[src/rtl/ecat_pkg.sv]
package ecat_pkg;
    // Default geometry shared by the tree and its checker.
    localparam int DEF_WORD_W  = 9;
    localparam int DEF_N_WORDS = 6;
    localparam int DEF_OUT_W   = 9;
endpackage

[src/rtl/ecat_trunc_row.sv]
// Shifts word k down by k places (floor) and extracts its half-LSB guard bit.
module ecat_trunc_row #(
    parameter int WORD_W  = ecat_pkg::DEF_WORD_W,
    parameter int N_WORDS = ecat_pkg::DEF_N_WORDS,
    parameter int SUM_W   = WORD_W + 4
) (
    input  logic [N_WORDS*WORD_W-1:0] words,
    output logic [N_WORDS*SUM_W-1:0]  kept_flat,
    output logic [N_WORDS-1:0]        guard_bits
);
    for (genvar k = 0; k < N_WORDS; k++) begin : g_word
        logic signed [WORD_W-1:0] w;
        logic signed [SUM_W-1:0]  wx;
        assign w  = words[k*WORD_W +: WORD_W];
        assign wx = w;
        assign kept_flat[k*SUM_W +: SUM_W] = wx >>> k;
        if (k == 0) begin : g_nodrop
            assign guard_bits[k] = 1'b0;
        end else begin : g_drop
            assign guard_bits[k] = w[k-1];
        end
    end
endmodule

[src/rtl/ecat_comp.sv]
// Carry estimate from the truncated region: half the count of guard bits set.
module ecat_comp #(
    parameter int N_WORDS = ecat_pkg::DEF_N_WORDS,
    parameter int SUM_W   = 13
) (
    input  logic [N_WORDS-1:0]       guard_bits,
    output logic signed [SUM_W-1:0]  comp
);
    localparam int CNT_W = $clog2(N_WORDS + 1);

    logic [CNT_W-1:0] cnt;

    always_comb begin
        cnt = '0;
        for (int i = 0; i < N_WORDS; i++) begin
            cnt = cnt + CNT_W'(guard_bits[i]);
        end
        comp = SUM_W'(cnt >> 1);
    end
endmodule

[src/rtl/ecat_adder_tree.sv]
// Balanced binary adder tree, heap-indexed, leaves padded to a power of two.
module ecat_adder_tree #(
    parameter int N_LEAVES = 7,
    parameter int SUM_W    = 13
) (
    input  logic [N_LEAVES*SUM_W-1:0] leaves_flat,
    output logic signed [SUM_W-1:0]   total
);
    localparam int LVL = (N_LEAVES > 1) ? $clog2(N_LEAVES) : 0;
    localparam int PAD = 1 << LVL;

    logic signed [SUM_W-1:0] node [2*PAD-1];

    always_comb begin
        for (int i = 0; i < PAD; i++) begin
            if (i < N_LEAVES) node[PAD-1+i] = leaves_flat[i*SUM_W +: SUM_W];
            else              node[PAD-1+i] = '0;
        end
        for (int i = PAD - 2; i >= 0; i--) begin
            node[i] = node[2*i+1] + node[2*i+2];
        end
        total = node[0];
    end
endmodule

[src/rtl/ecat_sum_tree.sv]
module ecat_sum_tree #(
    parameter int WORD_W  = ecat_pkg::DEF_WORD_W,
    parameter int N_WORDS = ecat_pkg::DEF_N_WORDS,
    parameter int OUT_W   = ecat_pkg::DEF_OUT_W,
    parameter bit REG_OUT = 1'b1
) (
    input  logic                      clk,
    input  logic                      rst_n,
    input  logic                      in_valid,
    input  logic [N_WORDS*WORD_W-1:0] in_words,
    output logic                      out_valid,
    output logic [OUT_W-1:0]          out_sum
);
    localparam int CNT_W    = $clog2(N_WORDS + 1);
    localparam int SUM_W    = WORD_W + CNT_W + 1;
    localparam int N_LEAVES = N_WORDS + 1;
    localparam int MAX_I    = (2 ** (OUT_W - 1)) - 1;
    localparam int MIN_I    = -(2 ** (OUT_W - 1));

    typedef struct packed {
        logic                    valid;
        logic signed [OUT_W-1:0] sum;
    } out_t;

    logic [N_WORDS*SUM_W-1:0]  kept_flat;
    logic [N_WORDS-1:0]        guard_bits;
    logic signed [SUM_W-1:0]   comp;
    logic signed [SUM_W-1:0]   total;
    logic signed [OUT_W-1:0]   sat_val;
    out_t                      st_d, st_q;

    ecat_trunc_row #(.WORD_W(WORD_W), .N_WORDS(N_WORDS), .SUM_W(SUM_W)) u_row (
        .words      (in_words),
        .kept_flat  (kept_flat),
        .guard_bits (guard_bits)
    );

    ecat_comp #(.N_WORDS(N_WORDS), .SUM_W(SUM_W)) u_comp (
        .guard_bits (guard_bits),
        .comp       (comp)
    );

    // Compensation enters the tree as one more leaf.
    ecat_adder_tree #(.N_LEAVES(N_LEAVES), .SUM_W(SUM_W)) u_tree (
        .leaves_flat ({comp, kept_flat}),
        .total       (total)
    );

    always_comb begin
        if (int'(total) > MAX_I)      sat_val = OUT_W'(MAX_I);
        else if (int'(total) < MIN_I) sat_val = OUT_W'(MIN_I);
        else                          sat_val = OUT_W'(total);
    end

    always_comb begin
        st_d       = st_q;
        st_d.valid = in_valid;
        if (in_valid) st_d.sum = sat_val;
    end

    always_ff @(posedge clk) begin
        if (!rst_n) st_q <= '0;
        else        st_q <= st_d;
    end

    if (REG_OUT) begin : g_reg
        assign out_valid = st_q.valid;
        assign out_sum   = st_q.sum;
    end else begin : g_comb
        assign out_valid = in_valid;
        assign out_sum   = sat_val;
    end
endmodule

[config.mk]
export PLATFORM = sky130hd
export DESIGN_NAME = ecat_sum_tree
export DESIGN_NICKNAME = d
export VERILOG_FILES = /design/src/rtl/ecat_pkg.sv /design/src/rtl/ecat_trunc_row.sv /design/src/rtl/ecat_comp.sv /design/src/rtl/ecat_adder_tree.sv /design/src/rtl/ecat_sum_tree.sv
export SDC_FILE = /design/constraint.sdc
export NUM_CORES = 1
export LEC_CHECK = 0
export BUFFER_PORTS_ARGS = -buffer_cell sky130_fd_sc_hd__buf_2
export CAP_MARGIN = 15
export CORE_ASPECT_RATIO = 1.2
export CORE_UTILIZATION = 49
export CTS_BUF_LIST = sky130_fd_sc_hd__clkbuf_2 sky130_fd_sc_hd__clkbuf_4 sky130_fd_sc_hd__clkbuf_8
export DETAILED_ROUTE_END_ITERATION = 10
export PLACE_DENSITY = 0.89
export SYNTH_ARGS = -nofsm -noshare
export SYNTH_HDL_FRONTEND = slang
export SYNTH_SLANG_ARGS = --single-unit
export TNS_END_PERCENT = 100
[constraint.sdc]
create_clock -name clk -period 4.6 [get_ports clk]
set_input_delay 0 -clock clk [delete_from_list [all_inputs] [get_ports clk]]
set_output_delay 0 -clock clk [all_outputs]
set_load 0.1 [all_outputs]
==> qor.log, run 1 <==
INFO  cts            clock_path_buffers=2
INFO  final_layout   mostFrequentLayoutCells=sky130_fd_sc_hd__buf_2, sky130_fd_sc_hd__ha_1, sky130_fd_sc_hd__inv_1
INFO  detailed_routing routedWlPerCell=13.70um
INFO  sta            skew=0ps
INFO  synth          ys_types=48
INFO  place          gp_routability_congestion=0.8353
INFO  sta            max_freq=221.9MHz
INFO  critical_path  crit_path_max_fanout=4
INFO  critical_path  cp-start-kind=primary input
INFO  synth          mappedNetlistNets=376
INFO  min_path       hold_depth=3
INFO  cts            clock_sink_count=10
INFO  power          power.density=734.5nW/um^2
INFO  final_layout   final_layout_size_suffix_gt1_share=28.48%
INFO  synth          average_cell_area_after_synthesis=8.763um^2
INFO  min_path       worst_hold_path_type=in -> reg
INFO  cts            cts_inserted_buffers=3
INFO  place          place_hpwl=4335um
INFO  critical_path  crit_arrival=4630ps
INFO  detailed_routing detail_route.wirelength=5193um
INFO  critical_path  worst-r2r-cell-count=2
INFO  critical_path  crit_path_top_cell_by_count=sky130_fd_sc_hd__fa_1
INFO  floorplan      die-width=64.13um
INFO  synth          synth-async-reset-ratio=0%
INFO  detailed_routing post-route-drc-count=0
INFO  critical_path  setup.worst_path.class=in -> reg
INFO  cts            tritoncts=built
INFO  sta            layout_worst_path_cycle_share=97.97%
INFO  synth          synth_cells=259
INFO  power          post-layout-total-power=2.050mW
INFO  critical_path  cp_slowest_stage_delay=500ps
INFO  detailed_routing drt_first_iter_violations=118
INFO  job            drv.max_cap_violation_count=0
INFO  floorplan      initial_utilization=52.07%
INFO  synth          synthesis.area=2270um^2
INFO  final_layout   finalNetCount=441
INFO  synth          count_of_flip_flops_with_a_built_in_enable_after_synthesis=0
INFO  critical_path  worstPathCellList=buf_2 -> ha_1 -> inv_1 -> fa_1 -> nand2b_1 -> fa_2 -> fa_1 -> fa_1 -> inv_1 -> ha_4 -> fa_2 -> buf_4 -> a21oi_4 -> o211a_1 -> or3_4 -> a2111oi_4 -> a31oi_1 -> o311ai_1
INFO  sta            max-slew-margin-rel=39.82%
INFO  place          placed_cells_incl_taps=373
INFO  floorplan      die-area=4909um^2
INFO  critical_path  required=4720ps
INFO  critical_path  end_kind=flip-flop
INFO  synth          predominant_post_synthesis_flop_cell=sky130_fd_sc_hd__dfxtp_1
INFO  synth          flip_flop_and_latch_count_after_synthesis=10
INFO  floorplan      die_y=76.56um
INFO  cts            htreeDepth=1
INFO  detailed_routing drt_pass1_iterations=4
INFO  sta            drv_slew=0
INFO  sta            hold_violations=0
INFO  grt            largest_net_degree_at_the_start_of_global_routing=14
INFO  sta            worst-slew-pin-transition=900.9ps
INFO  final_layout   syn_to_final_growth=22.99%
INFO  final_layout   post_route_non_filler_standard_cell_count=379
INFO  synth          synth-warning-count=0
INFO  final_layout   most_common_cell_after_layout_fill_and_taps_aside=sky130_fd_sc_hd__buf_2
INFO  grt            grt_pass1_vias=2074
INFO  grt            grt_usage=21.48%
INFO  power          cellLeakagePower=1.388nW
INFO  grt            grt_antenna_before_repair=0
INFO  detailed_routing vias_per_cell=5.670
INFO  cts            cts-root-buf=sky130_fd_sc_hd__clkbuf_8
INFO  sta            setup-tns-final=0ps
INFO  sta            finalSetupViolCount=0
INFO  detailed_routing final_antenna_net_count=0
INFO  final_layout   antenna_cells_inserted=0
INFO  power          vdd.ir_drop.worst=0.0003498V
INFO  critical_path  cp_slowest_cell=sky130_fd_sc_hd__fa_1
INFO  grt            globalRouteOverflowTotal=0
INFO  floorplan      fp-row-count=26
INFO  critical_path  timing.reg2reg.setup_slack=3740ps
INFO  detailed_routing routed-via-count=2149
INFO  floorplan      io-pin-count=67
INFO  grt            grt_first_pass_wirelength=8631um
INFO  sta            period_minus_slack=4507ps
INFO  final_layout   fillerInstances=374
INFO  synth          yosysSeqAreaShare=8.820%
INFO  final_layout   fin_util=64.04%
INFO  outcome        result_of_the_run=complete, no violations
INFO  floorplan      design.core.area=4359um^2
INFO  cts            clkLatencyLatePin=240ps
INFO  cts            clkSlewWorstSetupHoldPaths=50ps
INFO  place          numPortBuffers=56
final timing paths:
check	from	to
max	in_words[9]	out_sum[4]$_SDFFE_PN0P_
min	rst_n	out_sum[7]$_SDFFE_PN0P_
max reg2reg	out_sum[7]$_SDFFE_PN0P_	out_sum[7]$_SDFFE_PN0P_
min reg2reg	out_sum[3]$_SDFFE_PN0P_	out_sum[3]$_SDFFE_PN0P_
worst max-delay path, delay by kind of cell:
kind	cells	cell delay, ps
adders and majority gates	7	2360
AOI/OAI and AO/OA	5	1280
and+or+nand+nor	2	560
buffers and inverters	4	410
repair_timing:
item	4_1_cts	5_1_grt
gates resized for setup	6	13
hold buffers	0	0
setup buffers	2	0
endpoints found under the setup margin	8	8
pin swaps	8	7
hold endpoints to repair	0	0
cell type report:
cell class	instances	area (um^2)	area share, %
flip-flops and latches	10	200.2	7.172
multi-input cells	212	2013	72.12
well taps	56	70.07	2.510
clock buffers	4	55.05	1.972
inverters	36	135.1	4.841
repair buffers	61	317.8	11.39
cells in the mapped netlist, drive strengths merged (3+ instances only):
| master | n | area (um^2) |
|---|---|---|
| a2111oi | 4 | 72.57 |
| a211oi | 5 | 37.54 |
| a21o | 9 | 68.82 |
| a21oi | 23 | 118.9 |
| a22oi | 4 | 30.03 |
| dfxtp | 10 | 200.2 |
| fa | 17 | 340.3 |
| ha | 43 | 538.0 |
| inv | 36 | 135.1 |
| nand2 | 13 | 51.30 |
| nand2b | 3 | 18.77 |
| nor2 | 5 | 18.77 |
| nor2b | 4 | 25.02 |
| nor3 | 6 | 35.03 |
| o211a | 3 | 30.03 |
| o211ai | 5 | 37.54 |
| o21a | 3 | 22.52 |
| o21ai | 17 | 85.08 |
| o21bai | 3 | 22.52 |
| xnor2 | 10 | 87.58 |
| xor2 | 7 | 61.31 |
cells by family (layout without fill, tap and decap cells):
kind of cell | Yosys count | after routing | share of synthesized area, %
XOR/XNOR | 17 | 17 | 6.560
AO/OA/AOI/OAI | 92 | 92 | 29.00
adder cells (fa/ha/maj) | 60 | 60 | 38.70
multiplexers | 1 | 1 | 0.4961
AND/OR/NAND/NOR | 42 | 42 | 10.03
flip-flops | 10 | 10 | 8.820
buffers and inverters | 37 | 101 | 6.395
routing by layer:
layer / GRT usage [%] / up-vias / routed length (um)
li1: - / 1081 / -
met5: 0 / - / 0
met2: 40.64 / 38 / 2869
met1: 26.45 / 1024 / 2157
met4: 4.000 / 0 / 49
met3: 1.048 / 6 / 117
report_power, final:
part / internal (mW) / switching, mW / total [mW]
logic: 0.683 / 1.12 / 1.80
registers: 0.115 / 0.0186 / 0.133
clock network: 0.0756 / 0.0384 / 0.114
metrics by stage:
step | hold slack, ps | area [um^2] | worst slack (ps)
floorplan | 143.6 | 2270 | -27.45
global placement | 275.0 | 2633 | -238.9
detailed placement | 291.4 | 2633 | -479.3
CTS | 48.38 | 2724 | 45.55
global route | 68.91 | 2791 | -72.49
finish | 52.51 | 2791 | 93.35
flip-flops by register name, summed over array words and instances (netlist names):
name and cells:
out_sum 9, out_valid 1
Power figures use the tool's default switching activity.
==> run 2: changes to the inputs <==
--- a/config.mk
+++ b/config.mk
@@ -5,13 +5,13 @@
 export SDC_FILE = /design/constraint.sdc
 export NUM_CORES = 1
 export LEC_CHECK = 0
+export ABC_CLOCK_PERIOD_IN_PS = 5700
 export BUFFER_PORTS_ARGS = -buffer_cell sky130_fd_sc_hd__buf_2
 export CAP_MARGIN = 15
-export CORE_ASPECT_RATIO = 1.2
-export CORE_UTILIZATION = 49
+export CORE_UTILIZATION = 59
 export CTS_BUF_LIST = sky130_fd_sc_hd__clkbuf_2 sky130_fd_sc_hd__clkbuf_4 sky130_fd_sc_hd__clkbuf_8
 export DETAILED_ROUTE_END_ITERATION = 10
-export PLACE_DENSITY = 0.89
+export PLACE_DENSITY = 0.95
 export SYNTH_ARGS = -nofsm -noshare
 export SYNTH_HDL_FRONTEND = slang
 export SYNTH_SLANG_ARGS = --single-unit
==> constraint.sdc (replaced) <==
create_clock -name clk -period 5.7 [get_ports clk]
set_input_delay 0 -clock clk [delete_from_list [all_inputs] [get_ports clk]]
set_output_delay 0 -clock clk [all_outputs]
set_load 0.1 [all_outputs]
==> run 2 against run 1 <==
Against the previous run: die area shrank 17%; sequential power shrank 20%; wire length shrank 7.0%; via count is essentially flat; worst setup slack gained 660 ps; cell area shrank 5.4%.
==> qor.log, run 2 (synthesis results as in run 1) <==
INFO  outcome        result_of_the_run=complete, no violations
INFO  cts            cts.repair.resized=0
INFO  critical_path  cp_slowest_cell=sky130_fd_sc_hd__fa_1
INFO  detailed_routing post-route-drc-count=0
INFO  sta            worst-slew-pin-transition=838.9ps
INFO  final_layout   finalNetCount=436
INFO  place          numPortBuffers=56
INFO  floorplan      fp-row-count=22
INFO  floorplan      die-area=4099um^2
INFO  cts            htreeDepth=1
INFO  critical_path  crit_path_max_fanout=4
INFO  final_layout   syn_to_final_growth=16.37%
INFO  sta            finalSetupViolCount=0
INFO  sta            max_freq=202.1MHz
INFO  detailed_routing routedWlPerCell=13.23um
INFO  job            drv.max_cap_violation_count=0
INFO  grt            largest_net_degree_at_the_start_of_global_routing=14
INFO  grt            grt_pass1_vias=2018
INFO  detailed_routing drt_pass1_iterations=4
INFO  sta            period_minus_slack=4949ps
INFO  power          vdd.ir_drop.worst=0.0002826V
INFO  sta            max-slew-margin-rel=43.96%
INFO  sta            hold_violations=0
INFO  final_layout   final_layout_size_suffix_gt1_share=22.71%
INFO  sta            setup-tns-final=0ps
INFO  cts            cts_inserted_buffers=3
INFO  critical_path  required=5790ps
INFO  min_path       whs_endpoint=out_sum[8]$_SDFFE_PN0P_
INFO  cts            tritoncts=built
INFO  sta            finalHoldWorstSlack=63.62ps
INFO  critical_path  worstReg2RegEnd=out_sum[7]$_SDFFE_PN0P_
INFO  detailed_routing drt_first_iter_violations=78
INFO  floorplan      die-width=64.03um
INFO  grt            globalRouteOverflowTotal=0
INFO  grt            grt_antenna_before_repair=0
INFO  sta            layout_worst_path_cycle_share=86.82%
INFO  min_path       hold_depth=2
INFO  final_layout   mostFrequentLayoutCells=sky130_fd_sc_hd__buf_2, sky130_fd_sc_hd__ha_1, sky130_fd_sc_hd__inv_1
INFO  floorplan      die_y=64.03um
INFO  floorplan      initial_utilization=61.53%
INFO  detailed_routing detail_route.wirelength=4830um
INFO  floorplan      design.core.area=3689um^2
INFO  cts            cts-root-buf=sky130_fd_sc_hd__clkbuf_8
INFO  cts            clock_path_buffers=2
INFO  final_layout   most_common_cell_after_layout_fill_and_taps_aside=sky130_fd_sc_hd__buf_2
INFO  critical_path  timing.reg2reg.setup_slack=4650ps
INFO  critical_path  cp-start-kind=primary input
INFO  cts            cts_setup_buffers=0
INFO  critical_path  reg2reg_from=out_sum[7]$_SDFFE_PN0P_
INFO  grt            grt_usage=23.93%
INFO  critical_path  crit_path_top_cell_by_count=sky130_fd_sc_hd__fa_1
INFO  place          gp_routability_congestion=0.8099
INFO  critical_path  cp_slowest_stage_delay=550ps
INFO  min_path       hp-start=rst_n
INFO  place          place_hpwl=4219um
INFO  floorplan      io-pin-count=67
INFO  sta            unrepaired_setup_endpoints_after_global_routing=false
INFO  detailed_routing vias_per_cell=5.893
INFO  critical_path  worst-r2r-cell-count=2
INFO  critical_path  worstPathCellList=buf_2 -> ha_1 -> inv_1 -> fa_1 -> nand2b_1 -> fa_1 -> fa_1 -> fa_1 -> inv_1 -> ha_1 -> fa_1 -> a211oi_1 -> o21ai_1 -> a2111oi_4 -> o211ai_1 -> a2111oi_0 -> a211oi_1
INFO  detailed_routing final_antenna_net_count=0
INFO  critical_path  setup.worst_path.class=in -> reg
INFO  power          cellLeakagePower=1.346nW
INFO  power          power.density=562.3nW/um^2
INFO  critical_path  crit_arrival=5040ps
INFO  cts            clkSlewWorstSetupHoldPaths=50ps
INFO  final_layout   fillerInstances=304
INFO  sta            skew=0ps
INFO  critical_path  end_kind=flip-flop
INFO  cts            clkLatencyLatePin=230ps
INFO  cts            clock_sink_count=10
INFO  detailed_routing routed-via-count=2151
INFO  final_layout   largest_register_ff_count=9
INFO  sta            drv_slew=0
INFO  grt            grt_first_pass_wirelength=7907um
INFO  cts            ctsHoldBuffers=0
INFO  final_layout   antenna_cells_inserted=0
INFO  min_path       worst_hold_path_type=in -> reg
==> run 2: worst max path at each step <==
| stage | to | cells past startpoint | from |
|---|---|---|---|
| 2_1_floorplan | out_sum[6]$_SDFFE_PN0P_ | 16 | in_words[9] |
| 3_3_place_gp | out_sum[7]$_SDFFE_PN0P_ | 17 | in_words[9] |
| 3_5_place_dp | out_sum[7]$_SDFFE_PN0P_ | 17 | in_words[9] |
| 4_1_cts | out_sum[7]$_SDFFE_PN0P_ | 17 | in_words[9] |
| 5_1_grt | out_sum[7]$_SDFFE_PN0P_ | 17 | in_words[9] |
| 6_report | out_sum[7]$_SDFFE_PN0P_ | 17 | in_words[9] |
==> run 2: critical path, delay by kind of cell <==
| kind | cells | cell delay, ps |
|---|---|---|
| fa+ha+maj | 7 | 2810 |
| compound gates | 6 | 1850 |
| simple gates | 1 | 160 |
| buf+inv | 3 | 210 |
==> run 2: layout make-up <==
| type | count | area [um^2] | share of cell area (%) |
|---|---|---|---|
| sequential | 10 | 200.2 | 7.579 |
| tap | 48 | 60.06 | 2.274 |
| clock buffer | 3 | 41.29 | 1.563 |
| inverter | 36 | 135.1 | 5.116 |
| multi-input combinational | 212 | 1924 | 72.86 |
| timing repair buffer | 56 | 280.3 | 10.61 |
==> run 2: where the power goes <==
group	switching (mW)	internal, mW
Sequential	0.0144	0.0929
Clock	0.0252	0.0460
Combinational	0.828	0.479
==> run 2: stage by stage <==
| step | power (mW) | area [um^2] | utilization [%] | instances | worst slack, ps |
|---|---|---|---|---|---|
| after global placement | 1.343 | 2600 | 70.49 | 362 | 733.2 |
| after global routing | 1.614 | 2641 | 71.61 | 365 | 555.1 |
| after CTS | 1.470 | 2641 | 71.61 | 365 | 778.4 |
| after detailed placement | 1.391 | 2600 | 70.49 | 362 | 557.9 |
| final | 1.485 | 2641 | 71.61 | 365 | 751.2 |
| after floorplan | 1.147 | 2270 | - | 259 | 1073 |
==> run 2: per-layer routing <==
layer,global-route usage [%],part of all wire [%],routed length [um]
met2,45.74,53,2544
met3,4.107,4.7,225
met1,27.41,41,2000
met4,4.830,1.2,59
met5,0,0,0
==> run 3: changes to the inputs <==
--- a/config.mk
+++ b/config.mk
@@ -12,6 +12,7 @@
 export CTS_BUF_LIST = sky130_fd_sc_hd__clkbuf_2 sky130_fd_sc_hd__clkbuf_4 sky130_fd_sc_hd__clkbuf_8
 export DETAILED_ROUTE_END_ITERATION = 10
 export PLACE_DENSITY = 0.95
+export REMOVE_ABC_BUFFERS = 1
 export SYNTH_ARGS = -nofsm -noshare
 export SYNTH_HDL_FRONTEND = slang
 export SYNTH_SLANG_ARGS = --single-unit
==> run 3 against run 2 <==
Against the previous run: cell area did not move; flip-flop and latch count unchanged; critical path type unchanged; wire length fell by 1.3%; hold slack got worse by 19 ps; clock power rose by 2%; global-route usage up 1.2 points; sequential share of layout area unchanged; worst setup slack improved by 56 ps.
==> qor.log, run 3 (synthesis results as in run 1) <==
INFO  detailed_routing final_antenna_net_count=0
INFO  final_layout   most_common_cell_after_layout_fill_and_taps_aside=sky130_fd_sc_hd__buf_2
INFO  final_layout   multi_input_comb_area=1924um^2
INFO  critical_path  cp_slowest_cell=sky130_fd_sc_hd__fa_1
INFO  critical_path  end_kind=flip-flop
INFO  grt            globalRouteOverflowTotal=0
INFO  sta            worst-slew-pin-transition=789.7ps
INFO  critical_path  worstPathCellList=buf_2 -> ha_1 -> inv_1 -> fa_1 -> nand2b_1 -> fa_1 -> fa_1 -> fa_1 -> inv_1 -> ha_1 -> fa_1 -> a211oi_1 -> o21ai_1 -> a2111oi_4 -> o211ai_1 -> a2111oi_0 -> a211oi_1
INFO  critical_path  setup.worst_path.class=in -> reg
INFO  grt            largest_net_degree_at_the_start_of_global_routing=14
INFO  grt            grt_antenna_before_repair=0
INFO  critical_path  crit_path_top_cell_by_count=sky130_fd_sc_hd__fa_1
INFO  detailed_routing detail_route.wirelength=4769um
INFO  cts            htreeDepth=1
INFO  detailed_routing vias_per_cell=5.929
INFO  sta            period_minus_slack=4893ps
INFO  final_layout   final_layout_size_suffix_gt1_share=22.71%
INFO  cts            clkSlewWorstSetupHoldPaths=50ps
INFO  min_path       worst_hold_path_type=in -> reg
INFO  place          pre_cts_slack=637.2ps
INFO  place          numPortBuffers=56
INFO  sta            finalSetupViolCount=0
INFO  final_layout   seq_area=200.2um^2
INFO  cts            ctsHoldBuffers=0
INFO  sta            layout_worst_path_cycle_share=85.85%
INFO  sta            skew=0ps
INFO  critical_path  cp-start-kind=primary input
INFO  sta            max_freq=204.4MHz
INFO  floorplan      io-pin-count=67
INFO  floorplan      die_y=64.03um
INFO  final_layout   finalNetCount=436
INFO  detailed_routing drt_pass1_iterations=4
INFO  detailed_routing drt_first_iter_violations=92
INFO  detailed_routing post-route-drc-count=0
INFO  cts            cts_inserted_buffers=3
INFO  grt            grt_pass1_vias=2094
INFO  cts            clock_sink_count=10
INFO  cts            cts_setup_buffers=0
INFO  floorplan      die-width=64.03um
INFO  cts            clkLatencyLatePin=240ps
INFO  critical_path  required=5800ps
INFO  grt            grt_usage=25.16%
INFO  sta            drv_slew=0
INFO  sta            hold_violations=0
INFO  final_layout   mostFrequentLayoutCells=sky130_fd_sc_hd__buf_2, sky130_fd_sc_hd__ha_1, sky130_fd_sc_hd__inv_1
INFO  job            drv.max_cap_violation_count=0
INFO  floorplan      initial_utilization=61.53%
INFO  sta            setup-tns-final=0ps
INFO  cts            cts-root-buf=sky130_fd_sc_hd__clkbuf_8
INFO  cts            cts.repair.resized=0
INFO  floorplan      die-area=4099um^2
INFO  power          power.density=565.3nW/um^2
INFO  floorplan      design.core.area=3689um^2
INFO  detailed_routing routed-via-count=2164
INFO  power          post-layout-total-power=1.493mW
INFO  final_layout   post_route_non_filler_standard_cell_count=365
INFO  final_layout   largest_register_ff_count=9
INFO  power          cellLeakagePower=1.346nW
INFO  critical_path  cp_slowest_stage_delay=510ps
INFO  cts            clock_path_buffers=2
INFO  sta            max-slew-margin-rel=47.25%
INFO  place          gp_routability_congestion=0.8001
INFO  final_layout   antenna_cells_inserted=0
INFO  outcome        result_of_the_run=complete, no violations
INFO  critical_path  crit_arrival=5000ps
INFO  critical_path  crit_path_max_fanout=4
INFO  grt            grt_first_pass_wirelength=8273um
INFO  final_layout   syn_to_final_growth=16.37%
INFO  cts            tritoncts=built
INFO  final_layout   fillerInstances=280
INFO  floorplan      fp-row-count=22
INFO  sta            unrepaired_setup_endpoints_after_global_routing=false
INFO  place          placed_cells_incl_taps=362
INFO  sta            postLayoutSetupSlackWorst=806.7ps
INFO  power          vdd.ir_drop.worst=0.0003149V
INFO  place          place_hpwl=4104um
INFO  detailed_routing routedWlPerCell=13.07um
==> run 3: cell counts in the layout (fill, tap and decap cells not counted) <==
Identical to the previous run, type by type.
==> run 3: worst paths after layout <==
kind | from | endpoint | slack (ps) | depth (start not counted)
max reg2reg | out_sum[7]$_SDFFE_PN0P_ | out_sum[7]$_SDFFE_PN0P_ | 4720 | 2
min | rst_n | out_sum[8]$_SDFFE_PN0P_ | 40 | 2
min reg2reg | out_sum[4]$_SDFFE_PN0P_ | out_sum[4]$_SDFFE_PN0P_ | 450 | 2
max | in_words[9] | out_sum[7]$_SDFFE_PN0P_ | 810 | 17
==> run 3: layout make-up <==
| class | instances | share of cell area [%] |
|---|---|---|
| sequential | 10 | 7.579 |
| clock buffer | 3 | 1.563 |
| tap | 48 | 2.274 |
| multi-input combinational | 212 | 72.86 |
| inverter | 36 | 5.116 |
| timing repair buffer | 56 | 10.61 |
==> run 3: worst max-delay path: cells and delay by family <==
kind / cells / cell delay (ps)
fa+ha+maj: 7 / 2820
compound gates: 6 / 1760
buf+inv: 3 / 220
simple gates: 1 / 170
==> run 3: report_power, final <==
part	internal (mW)	switching, mW
clock	0.0461	0.0262
sequential	0.0929	0.0135
combinational	0.479	0.835
total	0.618	0.875
==> run 3: per-stage QoR <==
step	hold WS (ps)	utilization (%)	instance area, um^2
finish	44.96	71.61	2641
global route	60.99	71.61	2641
CTS	45.22	71.61	2641
detailed placement	282.3	70.49	2600
global placement	275.8	70.49	2600
floorplan	143.6	-	2260
==> run 3: per-layer routing <==
metal,vias up,global-route usage [%],share of wire [%]
li1,1066,-,-
met1,1000,29.46,42
met2,76,46.28,51
met3,22,1.786,3.9
met4,0,11.36,3.3
met5,-,0,0
